--- src/rtl/por_pkg.sv ---
package por_pkg;

    typedef enum logic [1:0] {
        ST_OFF   = 2'd0,
        ST_WAIT  = 2'd1,
        ST_RUN   = 2'd2,
        ST_BROWN = 2'd3
    } por_state_e;

    typedef struct packed {
        logic above_hi;
        logic below_lo;
    } supply_lvl_t;

    localparam int SYNC_STAGES = 2;

    // Next-state rule of the sequencer.
    function automatic por_state_e por_next(
        input por_state_e  cur,
        input supply_lvl_t lvl,
        input logic        delay_done
    );
        por_state_e nxt;
        nxt = cur;
        unique case (cur)
            ST_OFF:   if (lvl.above_hi) nxt = ST_WAIT;
            ST_WAIT:  begin
                if (!lvl.above_hi)  nxt = ST_OFF;
                else if (delay_done) nxt = ST_RUN;
            end
            ST_RUN:   if (!lvl.above_hi) nxt = ST_BROWN;
            ST_BROWN: begin
                if (lvl.below_lo)      nxt = ST_OFF;
                else if (lvl.above_hi) nxt = ST_WAIT;
            end
            default:  nxt = ST_OFF;
        endcase
        return nxt;
    endfunction

endpackage

--- src/rtl/por_sync.sv ---
module por_sync #(
    parameter int WIDTH  = 2,
    parameter int STAGES = 2
) (
    input  logic             clk,
    input  logic             rst,
    input  logic [WIDTH-1:0] d_async,
    output logic [WIDTH-1:0] q_sync
);
    for (genvar b = 0; b < WIDTH; b++) begin : g_bit
        logic [STAGES-1:0] chain;
        always_ff @(posedge clk) begin
            if (rst) chain <= '0;
            else     chain <= {chain[STAGES-2:0], d_async[b]};
        end
        assign q_sync[b] = chain[STAGES-1];
    end
endmodule

--- src/rtl/por_delay_timer.sv ---
module por_delay_timer #(
    parameter int DELAY_TICKS = 128,
    localparam int CNT_W = $clog2(DELAY_TICKS + 1)
) (
    input  logic             clk,
    input  logic             rst,
    input  logic             run_en,
    input  logic             tick,
    output logic             done,
    output logic [CNT_W-1:0] count
);
    localparam logic [CNT_W-1:0] LIMIT = CNT_W'(DELAY_TICKS);

    always_ff @(posedge clk) begin
        if (rst || !run_en)              count <= '0;
        else if (tick && count != LIMIT) count <= count + 1'b1;
    end

    assign done = (count == LIMIT);

    // count is bounded
    assert_count_bound_R10: assert property (@(posedge clk) disable iff (rst)
        count <= LIMIT);

    // count cleared after any cycle outside the waiting state
    assert_count_clear_R5: assert property (@(posedge clk) disable iff (rst)
        !run_en |=> count == '0);
endmodule

--- src/rtl/por_fsm.sv ---
module por_fsm
    import por_pkg::*;
(
    input  logic        clk,
    input  logic        rst,
    input  supply_lvl_t lvl,
    input  logic        delay_done,
    output por_state_e  state
);
    always_ff @(posedge clk) begin
        if (rst) state <= ST_OFF;
        else     state <= por_next(state, lvl, delay_done);
    end

    // RUN is entered only from WAIT with the delay complete
    assert_run_entry_R4: assert property (@(posedge clk) disable iff (rst)
        (state == ST_RUN && $past(state) != ST_RUN) |->
            ($past(state) == ST_WAIT && $past(delay_done)));

    // losing the upper flag in RUN leads to BROWNOUT
    assert_brownout_R6: assert property (@(posedge clk) disable iff (rst)
        (state == ST_RUN && !lvl.above_hi) |=> state == ST_BROWN);

    // OFF never jumps straight to RUN
    assert_off_exit_R3: assert property (@(posedge clk) disable iff (rst)
        state == ST_OFF |=> state != ST_RUN);
endmodule

--- src/rtl/por_sequencer.sv ---
module por_sequencer
    import por_pkg::*;
#(
    parameter int DELAY_TICKS = 128
) (
    input  logic       clk,
    input  logic       rst,
    input  logic       sup_above_hi,
    input  logic       sup_below_lo,
    input  logic       tick,
    output logic       core_rst,
    output logic [1:0] state_o
);
    localparam int CNT_W = $clog2(DELAY_TICKS + 1);

    logic [1:0]       lvl_raw;
    logic [1:0]       lvl_sync;
    supply_lvl_t      lvl;
    por_state_e       state;
    logic             delay_done;
    logic [CNT_W-1:0] delay_count;

    assign lvl_raw = {sup_above_hi, sup_below_lo};

    por_sync #(.WIDTH(2), .STAGES(SYNC_STAGES)) u_sync (
        .clk     (clk),
        .rst     (rst),
        .d_async (lvl_raw),
        .q_sync  (lvl_sync)
    );

    assign lvl.above_hi = lvl_sync[1];
    assign lvl.below_lo = lvl_sync[0];

    por_delay_timer #(.DELAY_TICKS(DELAY_TICKS)) u_timer (
        .clk    (clk),
        .rst    (rst),
        .run_en (state == ST_WAIT),
        .tick   (tick),
        .done   (delay_done),
        .count  (delay_count)
    );

    por_fsm u_fsm (
        .clk        (clk),
        .rst        (rst),
        .lvl        (lvl),
        .delay_done (delay_done),
        .state      (state)
    );

    assign core_rst = (state != ST_RUN);
    assign state_o  = state;

    // reset is released only on an edge where the timer had finished
    assert_release_R9: assert property (@(posedge clk) disable iff (rst)
        $fell(core_rst) |-> $past(delay_done));
endmodule

--- config.mk ---
export PLATFORM = sky130hd
export DESIGN_NAME = por_sequencer
export DESIGN_NICKNAME = d
export VERILOG_FILES = /design/src/rtl/por_pkg.sv /design/src/rtl/por_sync.sv /design/src/rtl/por_delay_timer.sv /design/src/rtl/por_fsm.sv /design/src/rtl/por_sequencer.sv
export SDC_FILE = /design/constraint.sdc
export NUM_CORES = 1
export LEC_CHECK = 0
export BUFFER_PORTS_ARGS = -buffer_cell sky130_fd_sc_hd__buf_2
export CAP_MARGIN = 0
export CORE_AREA = 5 5 42 44
export DETAILED_ROUTE_END_ITERATION = 16
export DIE_AREA = 0 0 47 49
export GPL_TIMING_DRIVEN = 0
export HOLD_SLACK_MARGIN = 0.06
export PLACE_DENSITY_LB_ADDON = 0.08
export SLEW_MARGIN = 20
export SYNTH_ARGS = -nofsm -noshare
export SYNTH_HDL_FRONTEND = slang
export SYNTH_SLANG_ARGS = --single-unit
--- constraint.sdc ---
create_clock -name clk -period 2.7 [get_ports clk]
set_clock_uncertainty 0.05 [all_clocks]
set_input_delay 0.405 -clock clk [delete_from_list [all_inputs] [get_ports clk]]
set_output_delay 0.405 -clock clk [all_outputs]
set_load 0.02 [all_outputs]
-- Yosys cells after proc, flatten, opt, wreduce, memory -nomap -nowiden
Cells that the tools add are included.
- add/sub/neg operators: 1
- equality and inequality tests: 8
- mux-type cells: 6
- reductions and logical operators: 5
- operator list (cell ; count):
    2-bit two-way mux ; 5
    8-bit by 1-bit adder with 8-bit output, second input constant ; 1
    8-bit == test, second input constant ; 1
    8-bit != test, second input constant ; 1
    2-bit case mux with 4 select lines ; 1
    2-bit == test, second input constant ; 2
    2-bit != test, second input constant ; 2
    3-bit != test, second input constant ; 1
    2-bit by 1-bit == test with 1-bit output, second input constant ; 1
    2-bit logical NOT ; 1
    2-bit AND reduction ; 1
    1-bit logical AND ; 1
    1-bit logical NOT ; 1
    1-bit logical OR ; 1
- word-level logic and storage cells: 24
- output and inout bits: 3
- input bits: 5
- register bits: 14

-- Logic depth before layout (Yosys ltp)
- word-level depth: 4
- gate-level depth with buffers: 5
- mapped depth without buffers: 5

-- Hierarchy
From an unflattened synthesis, not the netlist that was laid out.
- cells, all modules: 70
- area total of the unflattened synthesis: 638.1 µm²
- by module, submodules not included (module ; seq. area each (µm²) ; instances ; cells an instance ; area each (µm²)):
    por_delay_timer ; 160.2 ; 1 ; 48 ; 404.1
    por_sync ; 80.1 ; 1 ; 10 ; 120.1
    por_fsm ; 40.0 ; 1 ; 10 ; 98.8
    por_sequencer ; 0.0 ; 1 ; 2 ; 15.0

-- Worst setup path after synthesis
OpenSTA, ideal clock, no wires.
- kind: reg-to-reg
- start: reg u_timer.count[0]
- end: reg u_timer.count[0]
- setup slack: 1264 ps
- data arrival time: 1314 ps
- required time: 2578 ps
- clock period less this slack: 1436 ps
- buffers on the path: 0
- stages on the path, launching flop included: 6
- library setup time: 72 ps
- path through: dfxtp_1 inv_1 ha_1 and4bb_2 a21boi_0 mux2i_1
- word-level cells in the longest chain between the ends: 2
- elaborated cells on any way between the ends: 3
- those cells by class: add/sub (1); eq/ne (1); reduce/logical (1)
- RTL lines (what ; line ; RTL):
    start: declaration ; por_delay_timer.sv:10 ; output logic [CNT_W-1:0] count
    start signal: assignment ; por_delay_timer.sv:16 ; else if (tick && count != LIMIT) count <= count + 1'b1;
    branches (longest 2 deep; another with 8-bit by 1-bit adder with 8-bit output) ; n/a ;
Parallel ways; which one is timed is not known.
A chain may end at the register's enable or synchronous reset.

-- Final worst setup path
Ends and elaborated chain as after synthesis.

==> run metrics <==
placed cell count 89; Area after DPL 656 um^2; worst hold start sup_below_lo; # DRC 0; Synth area leaders dfxtp_1, nand2_1, nor2b_1; worst hold margin 0.275 ns; worst r2r path cells 5; final worst slack roughly 1.1 ns; reg-to-reg endpoint u_timer.count[0]; Worst Tran Pin Value 0.498 ns; Post-synth EDFFs 0; Net Sw Power between 0.07 and 0.08 mW; CTS tree done; Synth cell types 25; die area 2300 um^2; largest family of logic cells by synthesized area simple AND/OR/NAND/NOR gates; GRT Overall Usage 0.117; setup slack, reg-to-reg between 1 and 1.5 ns; drt via density about 5.2; adder-cell share of the synthesized area 0.0417; antenna-violating nets left 0; post-synthesis register bit count 14; clock root buffer clkbuf_4; Final Hold Vio Count 0; Mapped Nets 73; FMAX 621 MHz; critical path's top delay family flip-flops; CP max stage cell dfxtp_1; synthesized cell area 601 um^2; max-cap violation count 0; share of layout cells above drive strength 1 0.195; Post-synth ARST share 0; n_diodes 0; Flop pwr share 0.566; nets@finish 85; synth warn 0; worst-path cell chain inv_1 -> ha_1 -> and4bb_2 -> a21boi_0 -> mux2i_1; drt pass-1 iters 4; WHS Path Cells 2; share of power burned in combinational logic 0.033; Critical Path AT roughly 1.8 ns; Startpoint Class flip-flop; CP max FO 4; Die Wd around 47 um; Worst slew margin 0.668; Worst EP required 2.86 ns; hold buffer count at cts 0; grt ovf 0; outcome completed; Sw Share 0.203; area delta synth->final 15.2%; Post-DP HPWL between 800 and 900 um; mux cell area share after synthesis 0.0500; Worst Hold Path EP u_sync.g_bit[0].chain[0]; Initial Util 0.429; kind of critical path reg -> reg; RSZ-0062 raised after global routing false; Final Max Slew Viols 0; Final Power ~0.37 mW; # H-tree levels 1; final WL around 1100 um; worst hold path type in -> reg; die height between 40 and 50 um; Yosys top cell by area dfxtp_1; Most used DFF post-synth dfxtp_1; Vias between 400 and 500; Rows 14; Post-Synth Simple-Gate Area 0.283; number of CTS-inserted buffers 3; Worst Path Buf+Inv 1; PostCTS Resize Cnt 0; PwrDens 540 nW/um^2; Leak Pwr between 0.2 and 0.25 nW; CTS Sinks 14; CP endpoint kind flip-flop; I/O pin count 8; Yosys top cell area share 0.467; Synth Area in XOR/XNOR 0.0146; PortBufs 7; Setup Viol. Count Final 0; Mapped Avg Cell Area 9.10 um^2; sequential area share after synthesis 0.467; initial antenna violation count 0; period utilization 0.597; postcts setup bufs 0; first-pass GRT wire length between 1500 and 2000 um; core area about 1400 um^2; final RePlAce weighted congestion a little under 0.8; RR Startpoint u_timer.count[0]; final core occ 0.494; minimum clock period between 1.5 and 2 ns; worst IR drop on VDD about 280 uV; Place WS 1.09 ns; Crit. path cell count 5; Compound-Gate Fraction of Synth Area 0.131; largest net degree at the start of global routing 9; Worst-Skew Late Latency 0.28 ns; Clock Path Buffers 2; vias in the first global route 474; Finished Layout Cells 93; Mapped Cells 66; cell-internal power 0.298 mW; setup TNS 0 ns; critical path's largest stage delay 0.40 ns; final instance area roughly 700 um^2; Iter 0 DRT Violations 8; clock power share 0.401; CTS clk-pin slew, worst paths approximately 0.080 ns; DR WL/cell ~12 um
synthesized netlist by cell type (all sizes together) (2+ instances only):
library cell / n
a21oi: 5
dfxtp: 14
ha: 2
inv: 2
mux2i: 3
nand2: 13
nand4: 2
nor2: 2
nor2b: 5
o21ai: 4
or3: 2
worst max path at each step:
stage	startpoint	to
finish	u_timer.count[0]	u_timer.count[0]
global route	u_timer.count[0]	u_timer.count[1]
CTS	u_timer.count[0]	u_timer.count[1]
detailed placement	u_timer.count[0]	u_timer.count[1]
global placement	u_timer.count[0]	u_timer.count[0]
floorplan	u_timer.count[0]	u_timer.count[0]
registers in the layout, indices dropped and copies added, names as in the netlist:
| name | count |
|---|---|
| u_sync.g_bit.chain | 4 |
| u_fsm.state | 2 |
| u_timer.count | 8 |
kinds of logic after synthesis:
logic type               after synthesis
buffers and inverters                  2
AO/OA/AOI/OAI                         13
XOR/XNOR                               1
flip-flops                            14
AND/OR/NAND/NOR                       31
adder cells (fa/ha/maj)                2
multiplexers                           3
power groups by stage:
stage,Sequential (mW),Clock [mW],Combinational [mW]
after detailed placement,0.216,0,0.0125
after global placement,0.216,0,0.0123
after CTS,0.212,0.158,0.0125
final,0.211,0.150,0.0123
after floorplan,0.216,0,0.00606
after global routing,0.212,0.167,0.0138
per-layer routing:
layer | up-vias | global-route usage | part of all wire
met5 | - | 0 | 0
met1 | 213 | 0.140 | 0.46
met4 | 0 | 0.0829 | 0.035
met3 | 5 | 0.0332 | 0.052
li1 | 255 | - | -
met2 | 14 | 0.170 | 0.46
worst register-to-register path, stage by stage (launching register included):
cell and delay, ns:
dfxtp_1 0.40, inv_1 0.08, ha_1 0.20, and4bb_2 0.24
a21boi_0 0.36, mux2i_1 0.23
layout make-up:
| cell class | count | area [um^2] |
|---|---|---|
| clock buffer | 4 | 36.3 |
| fill | 141 | 709 |
| inverter | 2 | 7.51 |
| multi-input combinational | 50 | 313 |
| sequential | 14 | 280 |
| tap | 16 | 20.0 |
| timing repair buffer | 7 | 35.0 |
placed cells by master (no fill, tap or decap):
| master | instances |
|---|---|
| dfxtp_1 | 14 |
| nand2_1 | 13 |
| buf_2 | 7 |
| a21oi_1 | 5 |
| nor2b_1 | 5 |
| o21ai_0 | 4 |
| mux2i_1 | 3 |
| clkbuf_4 | 3 |
| inv_1 | 2 |
| nor2_1 | 2 |
| ha_1 | 2 |
| nand2b_1 | 1 |
| and4bb_2 | 1 |
| nor3_1 | 1 |
| a211o_1 | 1 |
| nor3b_1 | 1 |
| a21boi_0 | 1 |
| nand3_1 | 1 |
| a32o_1 | 1 |
| nand4_2 | 1 |
| o31ai_1 | 1 |
| or4_1 | 1 |
| nand4_1 | 1 |
| or3_1 | 1 |
| or3_2 | 1 |
| xor2_1 | 1 |
| or2_2 | 1 |
| clkbuf_8 | 1 |
Note: power is estimated with default switching activity, not from simulation.
